### src/rtl/wdog_pkg.sv
package wdog_pkg;
    typedef enum logic [1:0] {
        WD_STOP  = 2'd0,
        WD_RUN   = 2'd1,
        WD_FIRED = 2'd2
    } wd_state_e;

    localparam logic [1:0] A_CTRL = 2'd0;
    localparam logic [1:0] A_CFG  = 2'd1;
    localparam logic [1:0] A_LO   = 2'd2;
    localparam logic [1:0] A_HI   = 2'd3;

    // control register bit positions
    localparam int C_STAT  = 0;
    localparam int C_FORCE = 1;
    localparam int C_GP    = 4;
    localparam int C_KBD   = 5;
    localparam int C_MOUSE = 6;
    localparam int C_CIR   = 7;

    // config register bit positions
    localparam int F_PG    = 4;
    localparam int F_UNIT  = 7;
endpackage

### src/rtl/wdog_prescale.sv
module wdog_prescale #(
    parameter int TICKS_PER_MIN = 60
) (
    input  logic clk,
    input  logic rst_n,
    input  logic en,
    input  logic clr,
    input  logic tick,
    input  logic unit_sec,
    output logic dec_en
);
    localparam int PRE_W = $clog2(TICKS_PER_MIN);
    localparam logic [PRE_W-1:0] PRE_LAST = PRE_W'(TICKS_PER_MIN - 1);

    logic [PRE_W-1:0] pre_q;

    assign dec_en = en & tick & (unit_sec | (pre_q == PRE_LAST));

    always_ff @(posedge clk or negedge rst_n) begin
        if (!rst_n)
            pre_q <= '0;
        else if (clr)
            pre_q <= '0;
        else if (en && tick && !unit_sec)
            pre_q <= (pre_q == PRE_LAST) ? '0 : pre_q + PRE_W'(1);
    end

    // prescaler never leaves its 0..TICKS_PER_MIN-1 range
    assert_pre_range_R5: assert property (@(posedge clk) disable iff (!rst_n)
        pre_q <= PRE_LAST);
endmodule

### src/rtl/wdog_cir_delay.sv
module wdog_cir_delay #(
    parameter int CIR_DLY = 500000
) (
    input  logic clk,
    input  logic rst_n,
    input  logic en,
    input  logic irq,
    output logic fire
);
    localparam int CD_W = $clog2(CIR_DLY + 1);

    logic [CD_W-1:0] cnt_q;

    assign fire = en & (cnt_q == CD_W'(1));

    always_ff @(posedge clk or negedge rst_n) begin
        if (!rst_n)
            cnt_q <= '0;
        else if (!en)
            cnt_q <= '0;
        else if (irq)
            cnt_q <= CD_W'(CIR_DLY);
        else if (cnt_q != '0)
            cnt_q <= cnt_q - CD_W'(1);
    end

    // disabling the source drops any pending delayed reload
    assert_cir_cancel_R10: assert property (@(posedge clk) disable iff (!rst_n)
        !en |=> (cnt_q == '0));
endmodule

### src/rtl/wdog_pulse.sv
module wdog_pulse #(
    parameter int LEN = 16
) (
    input  logic clk,
    input  logic rst_n,
    input  logic trig,
    output logic pulse_o
);
    localparam int PW = $clog2(LEN + 1);

    logic [PW-1:0] cnt_q;

    always_ff @(posedge clk or negedge rst_n) begin
        if (!rst_n)
            cnt_q <= '0;
        else if (trig)
            cnt_q <= PW'(LEN);
        else if (cnt_q != '0)
            cnt_q <= cnt_q - PW'(1);
    end

    assign pulse_o = (cnt_q != '0);

    // an output pulse only starts from an expiry trigger
    assert_pulse_src_R11: assert property (@(posedge clk) disable iff (!rst_n)
        $rose(pulse_o) |-> $past(trig));
endmodule

### src/rtl/wdog_dual_unit.sv
module wdog_dual_unit
    import wdog_pkg::*;
#(
    parameter int CNT_W         = 16,
    parameter int PULSE_LEN     = 16,
    parameter int CIR_DLY       = 500000,
    parameter int TICKS_PER_MIN = 60
) (
    input  logic       clk,
    input  logic       rst_n,
    input  logic       tick_1hz,
    input  logic       reg_wr,
    input  logic       reg_rd,
    input  logic [1:0] reg_addr,
    input  logic [7:0] reg_wdata,
    output logic [7:0] reg_rdata,
    input  logic       gp_rd_stb,
    input  logic       cir_irq,
    input  logic       kbd_irq,
    input  logic       mouse_irq,
    output logic       kbd_rst_o,
    output logic       tmo_o,
    output logic       pg_drop_o,
    output logic       fired_o
);
    localparam bit HAS_HI = (CNT_W > 8);
    localparam int N_OUT  = 3;

    wd_state_e        st_q, st_d;
    logic [CNT_W-1:0] cnt_q, cnt_d, val_q, val_d, new_val;
    logic [3:0]       en_q;      // {cir, mouse, kbd, gp}
    logic [7:0]       cfg_q;
    logic             status_q;
    logic [7:0]       rdata_q;
    logic [7:0]       cnt_hi;

    logic wr_ctrl, wr_cfg, wr_lo, wr_hi, ld, force_to;
    logic cir_fire, evt, val_nz, dec_en, timeout, clr;
    logic [N_OUT-1:0] pulse_v;

    assign wr_ctrl  = reg_wr & (reg_addr == A_CTRL);
    assign wr_cfg   = reg_wr & (reg_addr == A_CFG);
    assign wr_lo    = reg_wr & (reg_addr == A_LO);
    assign force_to = wr_ctrl & reg_wdata[C_FORCE];

    generate
        if (HAS_HI) begin : g_wide
            assign wr_hi   = reg_wr & (reg_addr == A_HI);
            assign new_val = wr_hi ? {reg_wdata, val_q[7:0]}
                                   : {val_q[CNT_W-1:8], reg_wdata};
            assign cnt_hi  = cnt_q[CNT_W-1:8];
        end else begin : g_narrow
            assign wr_hi   = 1'b0;
            assign new_val = reg_wdata;
            assign cnt_hi  = 8'h00;
        end
    endgenerate

    assign ld     = wr_lo | wr_hi;
    assign val_nz = (val_q != '0);
    assign evt    = (en_q[0] & gp_rd_stb) | (en_q[1] & kbd_irq) |
                    (en_q[2] & mouse_irq) | cir_fire;
    assign clr    = ld | force_to | (evt & val_nz);

    wdog_prescale #(.TICKS_PER_MIN(TICKS_PER_MIN)) u_pre (
        .clk(clk), .rst_n(rst_n), .en(st_q == WD_RUN), .clr(clr),
        .tick(tick_1hz), .unit_sec(cfg_q[F_UNIT]), .dec_en(dec_en));

    wdog_cir_delay #(.CIR_DLY(CIR_DLY)) u_cir (
        .clk(clk), .rst_n(rst_n), .en(en_q[3]), .irq(cir_irq), .fire(cir_fire));

    // next-state: value write > force > event reload > decrement
    always_comb begin
        st_d    = st_q;
        cnt_d   = cnt_q;
        val_d   = val_q;
        timeout = 1'b0;
        if (ld) begin
            val_d = new_val;
            if (new_val == '0) begin
                st_d  = WD_STOP;
                cnt_d = '0;
            end else begin
                st_d  = WD_RUN;
                cnt_d = new_val;
            end
        end else if (force_to) begin
            st_d    = WD_FIRED;
            cnt_d   = '0;
            timeout = 1'b1;
        end else if (evt && val_nz) begin
            st_d  = WD_RUN;
            cnt_d = val_q;
        end else begin
            unique case (st_q)
                WD_RUN: begin
                    if (dec_en) begin
                        cnt_d = cnt_q - CNT_W'(1);
                        if (cnt_q == CNT_W'(1)) begin
                            st_d    = WD_FIRED;
                            timeout = 1'b1;
                        end
                    end
                end
                WD_STOP, WD_FIRED: ;
                default: st_d = WD_STOP;
            endcase
        end
    end

    // state register
    always_ff @(posedge clk or negedge rst_n) begin
        if (!rst_n) begin
            st_q  <= WD_STOP;
            cnt_q <= '0;
            val_q <= '0;
        end else begin
            st_q  <= st_d;
            cnt_q <= cnt_d;
            val_q <= val_d;
        end
    end

    // register file and read port
    always_ff @(posedge clk or negedge rst_n) begin
        if (!rst_n) begin
            en_q     <= '0;
            cfg_q    <= '0;
            status_q <= 1'b0;
            rdata_q  <= '0;
        end else begin
            if (wr_ctrl) en_q <= reg_wdata[C_CIR:C_GP];
            if (wr_cfg)  cfg_q <= reg_wdata;
            if (timeout)
                status_q <= 1'b1;
            else if (wr_ctrl && !reg_wdata[C_STAT])
                status_q <= 1'b0;
            if (reg_rd) begin
                unique case (reg_addr)
                    A_CTRL: rdata_q <= {en_q, 3'b000, status_q};
                    A_CFG:  rdata_q <= cfg_q;
                    A_LO:   rdata_q <= cnt_q[7:0];
                    A_HI:   rdata_q <= cnt_hi;
                    default: rdata_q <= '0;
                endcase
            end
        end
    end

    // one stretcher per reset-type output, enabled by config bits 4..6
    generate
        for (genvar g = 0; g < N_OUT; g++) begin : g_out
            wdog_pulse #(.LEN(PULSE_LEN)) u_pulse (
                .clk(clk), .rst_n(rst_n),
                .trig(timeout & cfg_q[F_PG + g]),
                .pulse_o(pulse_v[g]));
        end
    endgenerate

    assign pg_drop_o = pulse_v[0];
    assign tmo_o     = pulse_v[1];
    assign kbd_rst_o = pulse_v[2];
    assign fired_o   = status_q;
    assign reg_rdata = rdata_q;

    assert_stop_zero_R3: assert property (@(posedge clk) disable iff (!rst_n)
        (st_q == WD_STOP) |-> (cnt_q == '0));

    assert_no_rise_R4: assert property (@(posedge clk) disable iff (!rst_n)
        (st_q == WD_RUN && !ld && !force_to && !(evt && val_nz)) |=> (cnt_q <= $past(cnt_q)));

    assert_fired_hold_R6: assert property (@(posedge clk) disable iff (!rst_n)
        (st_q == WD_FIRED) |-> (cnt_q == '0));

    assert_sticky_R7: assert property (@(posedge clk) disable iff (!rst_n)
        (status_q && !(wr_ctrl && !reg_wdata[C_STAT])) |=> status_q);

    assert_force_R8: assert property (@(posedge clk) disable iff (!rst_n)
        (force_to && !ld) |=> (st_q == WD_FIRED && status_q && cnt_q == '0));
endmodule

### config.mk
export PLATFORM = sky130hd
export DESIGN_NAME = wdog_dual_unit
export DESIGN_NICKNAME = d
export VERILOG_FILES = /design/src/rtl/wdog_pkg.sv /design/src/rtl/wdog_prescale.sv /design/src/rtl/wdog_cir_delay.sv /design/src/rtl/wdog_pulse.sv /design/src/rtl/wdog_dual_unit.sv
export SDC_FILE = /design/constraint.sdc
export NUM_CORES = 1
export LEC_CHECK = 0
export BUFFER_PORTS_ARGS = -buffer_cell sky130_fd_sc_hd__buf_2
export CAP_MARGIN = 40
export CELL_PAD_IN_SITES_DETAIL_PLACEMENT = 1
export CELL_PAD_IN_SITES_GLOBAL_PLACEMENT = 2
export CORE_MARGIN = 4
export CORE_UTILIZATION = 40
export DETAILED_ROUTE_END_ITERATION = 10
export PLACE_DENSITY_LB_ADDON = 0.12
export RECOVER_POWER = 50
export SLEW_MARGIN = 30
export SYNTH_ARGS = -nofsm -noshare
export SYNTH_HDL_FRONTEND = slang
export SYNTH_SLANG_ARGS = --single-unit
### constraint.sdc
create_clock -name clk -period 5.8 [get_ports clk]
set_input_delay 0.58 -clock clk [delete_from_list [all_inputs] [get_ports clk]]
set_output_delay 0.58 -clock clk [all_outputs]
set_load 0.1 [all_outputs]
* Yosys cells after proc, flatten, opt, wreduce, memory -nomap -nowiden *
Cells that the tools add are included.

word-level totals
  register bits = 95
  input bits = 19
  output and inout port bits = 12
  word-level logic and storage cells = 111

operators by class
  add/sub/neg operators = 6
  equal/unequal tests = 12
  multiplexer cells = 35
  bitwise operators = 22
  reductions and logical operators = 24

operator list
  kind                   number
  $mux 16                7
  $mux 19                3
  $pmux 8 s4             1
  $mux 5                 6
  $eq 19x1->1 const B    1
  $reduce_bool 19->1     1
  $sub 19x1->19 const B  1
  $mux 6                 3
  $eq 16x1->1 const B    1
  $logic_not 16->1       1
  $reduce_bool 16->1     1
  $sub 16x1->16 const B  1
  $and 1x1->1            15
  $reduce_bool 5->1      3
  $sub 5x1->5 const B    3
  $mux 2                 5
  $ne 5x5->1 const B     2
  $reduce_bool 2->1      5
  $mux 1                 9
  $reduce_bool 4->1      2
  $or 1x1->1             7
  $add 6x1->6 const B    1
  $eq 2x2->1 const B     3
  $eq 6x6->1 const B     1
  10 further kinds       16

* Logic depth before layout (Yosys ltp) *
Gate-level depths: netlist of the first run.

  depth in word-level cells = 10
  mapped depth = 9
  depth with buffers taken out = 8

* Modules after synthesis *
A second synthesis of the first run with hierarchy kept.

unflattened totals
  cells, all modules = 553
  area, all modules = 5,719.2 um^2

by module, submodules not included
  module          times used  cells each  area each (um^2)  sequential area each (um^2)
  wdog_dual_unit  1           313         3,331.9           1,376.3
  wdog_cir_delay  1           127         1,211.2           475.5
  wdog_pulse      3           25          261.5             125.1
  wdog_prescale   1           38          391.6             150.1

* Least setup slack after synthesis of the first run *
OpenSTA, ideal clock, no wires.

  kind = flip-flop to output port
  start = register g_out[2].u_pulse.cnt_q[0]
  end = output kbd_rst_o
  data arrival time = 1.868 ns
  data required time = 5.220 ns
  slack = 3.352 ns
  cell stages (with the launch flop) = 5
  buffers on the path = 0
  cells stage by stage = dfrtp_1 -> inv_1 -> ha_1 -> nor4b_1 -> inv_1

between the ends
  cells in the longest elaborated chain, start to end = 1

RTL lines
  item                      line                  text
  start: declaration        wdog_pulse.sv:11      logic [PW-1:0] cnt_q;
  start signal: assignment  wdog_pulse.sv:17      cnt_q <= PW'(LEN);
  start signal: assignment  wdog_pulse.sv:19      cnt_q <= cnt_q - PW'(1);
  $reduce_bool 5->1         wdog_pulse.sv:22      assign pulse_o = (cnt_q != '0);
  end: declaration          wdog_dual_unit.sv:21  output logic kbd_rst_o,

Every way passes these cells.

==> results of run 1 <==
layout by cell type, fill, tap and decap left out, types with 4 or more instances in the layout:
cell,n
nand2_1,34
inv_1,20
or3_1,5
xnor2_1,17
nand2b_1,4
nor4_1,16
nor3_1,20
mux4_2,5
a221o_1,7
nand3_1,9
nand4_1,5
xor2_1,13
a211oi_1,5
a22oi_1,7
a21oi_1,36
a31oi_1,8
mux2_2,35
nor2b_1,8
buf_2,28
ha_1,12
and3_1,6
clkbuf_16,9
dfrtp_1,95
nor4b_1,4
nor2_1,54
mux2i_1,7
o21ai_0,17
cell families (layout without fill, tap and decap cells):
group / after synthesis / after routing / share of synthesized area
AOI/OAI and AO/OA: 115 / 115 / 0.1468
xor gates and xnor gates: 30 / 30 / 0.04949
adders and majority gates: 12 / 12 / 0.02828
buffers and inverters: 38 / 72 / 0.02899
DFF: 95 / 95 / 0.4478
muxes: 52 / 52 / 0.1214
and+or+nand+nor: 183 / 183 / 0.1772
where the power goes:
| group | internal (mW) | total (mW) | switching [mW] | leakage (nW) |
|---|---|---|---|---|
| logic | 0.468 | 1.20 | 0.733 | 1.20 |
| clock network | 0.380 | 0.646 | 0.267 | 0.160 |
| registers | 0.861 | 1.12 | 0.259 | 1.18 |
| total | 1.71 | 2.97 | 1.26 | 2.55 |
layout make-up:
| type | instances | area, µm² | share of cell area |
|---|---|---|---|
| clock buffers | 9 | 225.2 | 0.03778 |
| multi-input cells | 392 | 2790 | 0.4680 |
| inverters | 20 | 75.07 | 0.01259 |
| repair buffers | 36 | 182.7 | 0.03064 |
| well taps | 172 | 215.2 | 0.03610 |
| flip-flops and latches | 95 | 2377 | 0.3987 |
| clock inverters | 7 | 96.34 | 0.01616 |
metal layers:
metal	wire (µm)	share of wire
met2	6959	0.45
met1	7349	0.48
met5	0	0
met3	922	0.060
met4	212	0.014
how the worst max path moves through the flow:
| stage | start | cells after the start | slack, ns | endpoint |
|---|---|---|---|---|
| 2_1_floorplan | g_out[2].u_pulse.cnt_q[0]$_DFFE_PN0P_ | 4 | 3.35 | kbd_rst_o |
| 3_3_place_gp | reg_addr[0] | 6 | 2.73 | st_q[0]$_DFFE_PN0P_ |
| 3_5_place_dp | cnt_q[10]$_DFFE_PN0P_ | 6 | 2.84 | g_out[1].u_pulse.cnt_q[1]$_DFFE_PN0P_ |
| 4_1_cts | cnt_q[10]$_DFFE_PN0P_ | 6 | 2.78 | g_out[1].u_pulse.cnt_q[1]$_DFFE_PN0P_ |
| 5_1_grt | rst_n | 2 | 1.63 | val_q[12]$_DFFE_PN0N_ |
| 6_report | rst_n | 2 | 2.34 | val_q[12]$_DFFE_PN0N_ |
state kept, by name, indices dropped and copies added, names as in the netlist:
register / count
cnt_q: 16
val_q: 16
g_out.u_pulse.cnt_q: 15
en_q: 4
u_cir.cnt_q: 19
reg_rdata: 8
cfg_q: 8
u_pre.pre_q: 6
fired_o: 1
st_q: 2
stage by stage:
step | utilization | hold slack, ns | worst slack, ns
2_1_floorplan | - | 0.2844 | 3.352
3_3_place_gp | 0.4388 | 0.4870 | 2.731
3_5_place_dp | 0.4399 | 0.4993 | 2.837
4_1_cts | 0.4650 | 0.2839 | 2.784
5_1_grt | 0.4649 | 0.4973 | 1.629
6_report | 0.4649 | 0.4951 | 2.336
==> results.json, run 1 <==
{
  "cts_buffer_depth": 2,
  "p_total_mw": 2.967,
  "synthMostInstantiatedCell": "dfrtp_1",
  "r2r-end": "cnt_q[14]$_DFFE_PN0P_",
  "ir_drop_uv": 173.3,
  "p_leak_nw": 2.546,
  "initial_core_util": 0.4140,
  "core_um2": 12820,
  "grt_use_met3": 0.04849,
  "cp_data_required_time_ns": 6.07,
  "arrival_ns": 3.74,
  "hold_path.class": "in -> reg",
  "synth_nets": 556,
  "yosysWarnings": 0,
  "cp_top_family": "buffers and inverters",
  "grt_overflow": 0,
  "boundaryPins": 31,
  "yosys.area.top_type": "dfrtp_1",
  "drive_above_1_share": 0.1771,
  "postSynthCellCount": 525,
  "tightest_slew_ns": 2.782,
  "grt.met2_usage": 0.3211,
  "portBuffers": 30,
  "cts_buffers": 9,
  "grt_pass1_wl_um": 25050,
  "clkTransAtPathRegs_ns": 0.07,
  "crit-reg2reg-launch": "val_q[4]$_DFFE_PN0N_",
  "gr-usage-all-layers": 0.2158,
  "placed_cells": 715,
  "status": "complete, but fails checks",
  "synth-main-ff-cell": "dfrtp_1",
  "setup_viol": 0,
  "synth_top_cell_area_share": 0.4478,
  "maxCapViolations": 2,
  "worstPathMaxFanout": 50,
  "rsz0062_at_grt": "false",
  "critical_path_class": "in -> async",
  "syn_area_per_cell_um2": 10.11,
  "cts_resized": 0,
  "design_area_um2": 5962,
  "r2r_cells": 6,
  "powerDensity_nw_per_um2": 497.6,
  "hold_buffers": 0,
  "vias": 4284,
  "fin_cells": 731,
  "cp_num_buf_inv": 2,
  "synth.area.top_cells": "dfrtp_1 45%, mux2_2 7.8%, nor2_1 3.8%, a21oi_1 3.4%, ha_1 2.8%",
  "grt_max_degree": 51,
  "min_to": "u_cir.cnt_q[13]$_DFFE_PN0P_",
  "syn-cell-area_um2": 5309,
  "min_path_cells": 2,
  "cts_root_buf": "clkbuf_16",
  "ys_seq_elements": 95,
  "place_area_um2": 5642,
  "gp_congestion": 0.8401,
  "violations": "max-capacitance violations, max-slew violations",
  "crit_chain": "clkbuf_1 -> clkbuf_2",
  "fill_cells": 1446,
  "cts_tree": "yes",
  "die_h_um": 123.2,
  "fin_crit_ns": 3.464,
  "synthDistinctLibCells": 60,
  "viasPerCell": 5.860,
  "area_growth_pct": 12.30,
  "cp-start-kind": "input port",
  "die_w_um": 123.2,
  "firstDrtPassIters": 4,
  "cts.sinks": 95,
  "slowest_delay_ns": 1.92,
  "clock_latency_ns": 0.35,
  "antenna_found_initial": 0,
  "dp_hpwl_um": 11050,
  "max_freq_mhz": 288.6,
  "async_reset_ff_frac": 1.000,
  "routed_wl_um": 15440,
  "remaining_drc_errors": 0,
  "min_from": "cir_irq",
  "antenna-diode-count": 0,
  "finalMaxSlewViolations": 77,
  "wl_per_cell_um": 21.13,
  "grt_pass1_vias": 4482,
  "ant_nets": 0,
  "finalHoldViolations": 0,
  "synth-edff-count": 0,
  "dieArea_um2": 15180,
  "post-cts-setup-buffers": 0,
  "slowest_stage": "clkbuf_1",
  "tns_ns": 0,
  "met1_usage": 0.3156,
  "nets": 585,
  "synth-seq-area-share": 0.4478,
  "drt_iter0_drc": 271,
  "cp-end-kind": "async pin",
  "finalCritPeriodShare": 0.5973,
  "synth_top_cells_by_count": "95 x dfrtp_1, 54 x nor2_1, 37 x mux2_2, 36 x a21oi_1, 34 x nand2_1",
  "top_usage_layer": "met2",
  "rows": 41,
  "fin_skew_ns": 0.005346,
  "slew_headroom": -0.8547,
  "htree_num_levels": 3,
  "regToRegSetupSlack_ns": 2.91
}
(Power assumes the default switching activity.)
==> run 2, diff against run 1 <==
clock period = 3.5 ns   (was 5.8 ns; I/O delays follow)
==> run 2 against run 1 <==
  * The run still ends with max-capacitance violations, max-slew violations left
  * Core utilization grew 0.69 points
  * Non-clock buffer count rose by 8
  * Worst setup slack worse by 1.6 ns
  * Critical path type is now reg -> reg
  * Critical endpoint is now cnt_q[14]$_DFFE_PN0P_
  * Largest cell class unchanged
  * Highest routed layer unchanged
==> results.json, run 2 (synthesis gave the netlist of run 1 again) <==
{
  "place_area_um2": 5715,
  "placed_cells": 723,
  "antenna_found_initial": 0,
  "min_to": "u_cir.cnt_q[13]$_DFFE_PN0P_",
  "firstDrtPassIters": 5,
  "hold_path.class": "in -> reg",
  "htree_num_levels": 3,
  "wl_per_cell_um": 20.99,
  "sw_frac_of_total": 0.4117,
  "cts.sinks": 95,
  "status": "complete, but fails checks",
  "pwr-share-seq": 0.366,
  "final_cell_mix": "95 x dfrtp_1, 54 x nor2_1, 37 x mux2_2, 36 x a21oi_1, 34 x nand2_1",
  "gr-usage-all-layers": 0.2207,
  "r2r-end": "cnt_q[14]$_DFFE_PN0P_",
  "grt.met2_usage": 0.3381,
  "portBuffers": 30,
  "tightest_slew_ns": 2.293,
  "vias": 4294,
  "min_path_cells": 2,
  "grt_max_degree": 42,
  "regToRegSetupSlack_ns": 0.72,
  "clkTransAtPathRegs_ns": 0.07,
  "hold_buffers": 0,
  "clock_power_share": 0.235,
  "cp-start-kind": "flip-flop",
  "area_growth_pct": 13.98,
  "r2r_cells": 6,
  "dieArea_um2": 15180,
  "fin_util": 0.4718,
  "min_from": "cir_irq",
  "die_w_um": 123.2,
  "top_usage_layer": "met2",
  "p_total_mw": 5.002,
  "fin_skew_ns": 0.008396,
  "layout_commonest_cell": "dfrtp_1",
  "grt_use_met3": 0.03294,
  "grt_overflow": 0,
  "violations": "max-capacitance violations, max-slew violations",
  "internal_power_mw": 2.942,
  "gp_congestion": 0.8843,
  "tns_ns": 0,
  "maxCapViolations": 1,
  "boundaryPins": 31,
  "viasPerCell": 5.811,
  "dp_hpwl_um": 11530,
  "p_comb_frac": 0.399,
  "ant_nets": 0,
  "powerDensity_nw_per_um2": 826.6,
  "clock_latency_ns": 0.35,
  "die_h_um": 123.2,
  "rows": 41,
  "cts_tree": "yes",
  "finalMaxSlewViolations": 41,
  "max_freq_mhz": 359.9,
  "p_sw_mw": 2.059,
  "critical_path_class": "reg -> reg",
  "whs_ns": 0.2537,
  "cts_buffer_depth": 2,
  "regMostFlops": "u_cir.cnt_q",
  "arrival_ns": 3.01,
  "antenna-diode-count": 0,
  "drive_above_1_share": 0.1869,
  "grt_pass1_wl_um": 25610,
  "met1_usage": 0.3246,
  "reg_top3": "u_cir.cnt_q (19), cnt_q (16), val_q (16)",
  "cts_root_buf": "clkbuf_16",
  "nets": 593,
  "crit-reg2reg-launch": "val_q[4]$_DFFE_PN0N_",
  "design_area_um2": 6051,
  "finalCritPeriodShare": 0.7938,
  "routed_wl_um": 15510,
  "dp_slack_ns": 0.8001,
  "cts_buffers": 9,
  "cp_data_required_time_ns": 3.73,
  "largest_reg_flops": 19,
  "fin_crit_ns": 2.778,
  "core_um2": 12820,
  "ir_drop_uv": 301.8,
  "fin_cells": 739,
  "drt_iter0_drc": 318,
  "worstPathMaxFanout": 10,
  "setup_slack_ns": 0.7217,
  "remaining_drc_errors": 0,
  "cts_resized": 0,
  "grt_pass1_vias": 4496,
  "rsz0062_at_grt": "false",
  "p_leak_nw": 2.593,
  "post-cts-setup-buffers": 0,
  "finalHoldViolations": 0,
  "slew_headroom": -0.5288,
  "cp-end-kind": "flip-flop",
  "setup_viol": 0,
  "initial_core_util": 0.4140
}
## run 2: changes by cell type in the layout (fill, tap and decap cells not counted), sizes merged
cell	previous run	this run
clkbuf	13	16
clkinv	4	2
bufinv	2	3
buf	32	38
## run 2: worst max-delay path, cell delays in order (launching register included)
cell	delay [ns]
dfrtp_1	0.42
nor4_1	0.57
nand2_1	0.15
o2bb2ai_2	0.38
or2_1	0.48
mux2_4	0.34
a221o_1	0.31
## run 2: cell type report
type	instances	area (µm²)
Fill cell	1460	6774
Inverter	20	75.07
Clock inverter	6	116.4
Tap cell	172	215.2
Multi-Input combinational cell	392	2778
Clock buffer	10	239.0
Timing Repair Buffer	44	250.2
Sequential cell	95	2377
## run 2: power by group through the flow
stage,registers [mW],logic [mW],clock network [mW]
floorplan,1.94,1.35,0
global placement,1.83,1.95,0
detailed placement,1.85,2.00,0
CTS,1.83,2.02,1.19
global route,1.89,2.20,1.26
finish,1.83,1.99,1.18
## run 2: worst max-delay path by stage
stage,from,to,slack [ns],cells past startpoint
floorplan,g_out[2].u_pulse.cnt_q[0]$_DFFE_PN0P_,g_out[2].u_pulse.cnt_q[4]$_DFFE_PN0P_,1.14,5
global route,rst_n,u_cir.cnt_q[12]$_DFFE_PN0P_,0.54,3
detailed placement,val_q[4]$_DFFE_PN0N_,cnt_q[9]$_DFFE_PN0P_,0.80,6
CTS,val_q[4]$_DFFE_PN0N_,cnt_q[9]$_DFFE_PN0P_,0.78,6
finish,val_q[4]$_DFFE_PN0N_,cnt_q[14]$_DFFE_PN0P_,0.72,6
global placement,val_q[4]$_DFFE_PN0N_,cnt_q[14]$_DFFE_PN0P_,0.86,6
## run 2: metal layers
metal,routed length (µm),vias up
met5,0,-
met4,175,0
met3,789,11
met2,7163,96
met1,7382,2172
li1,-,2015
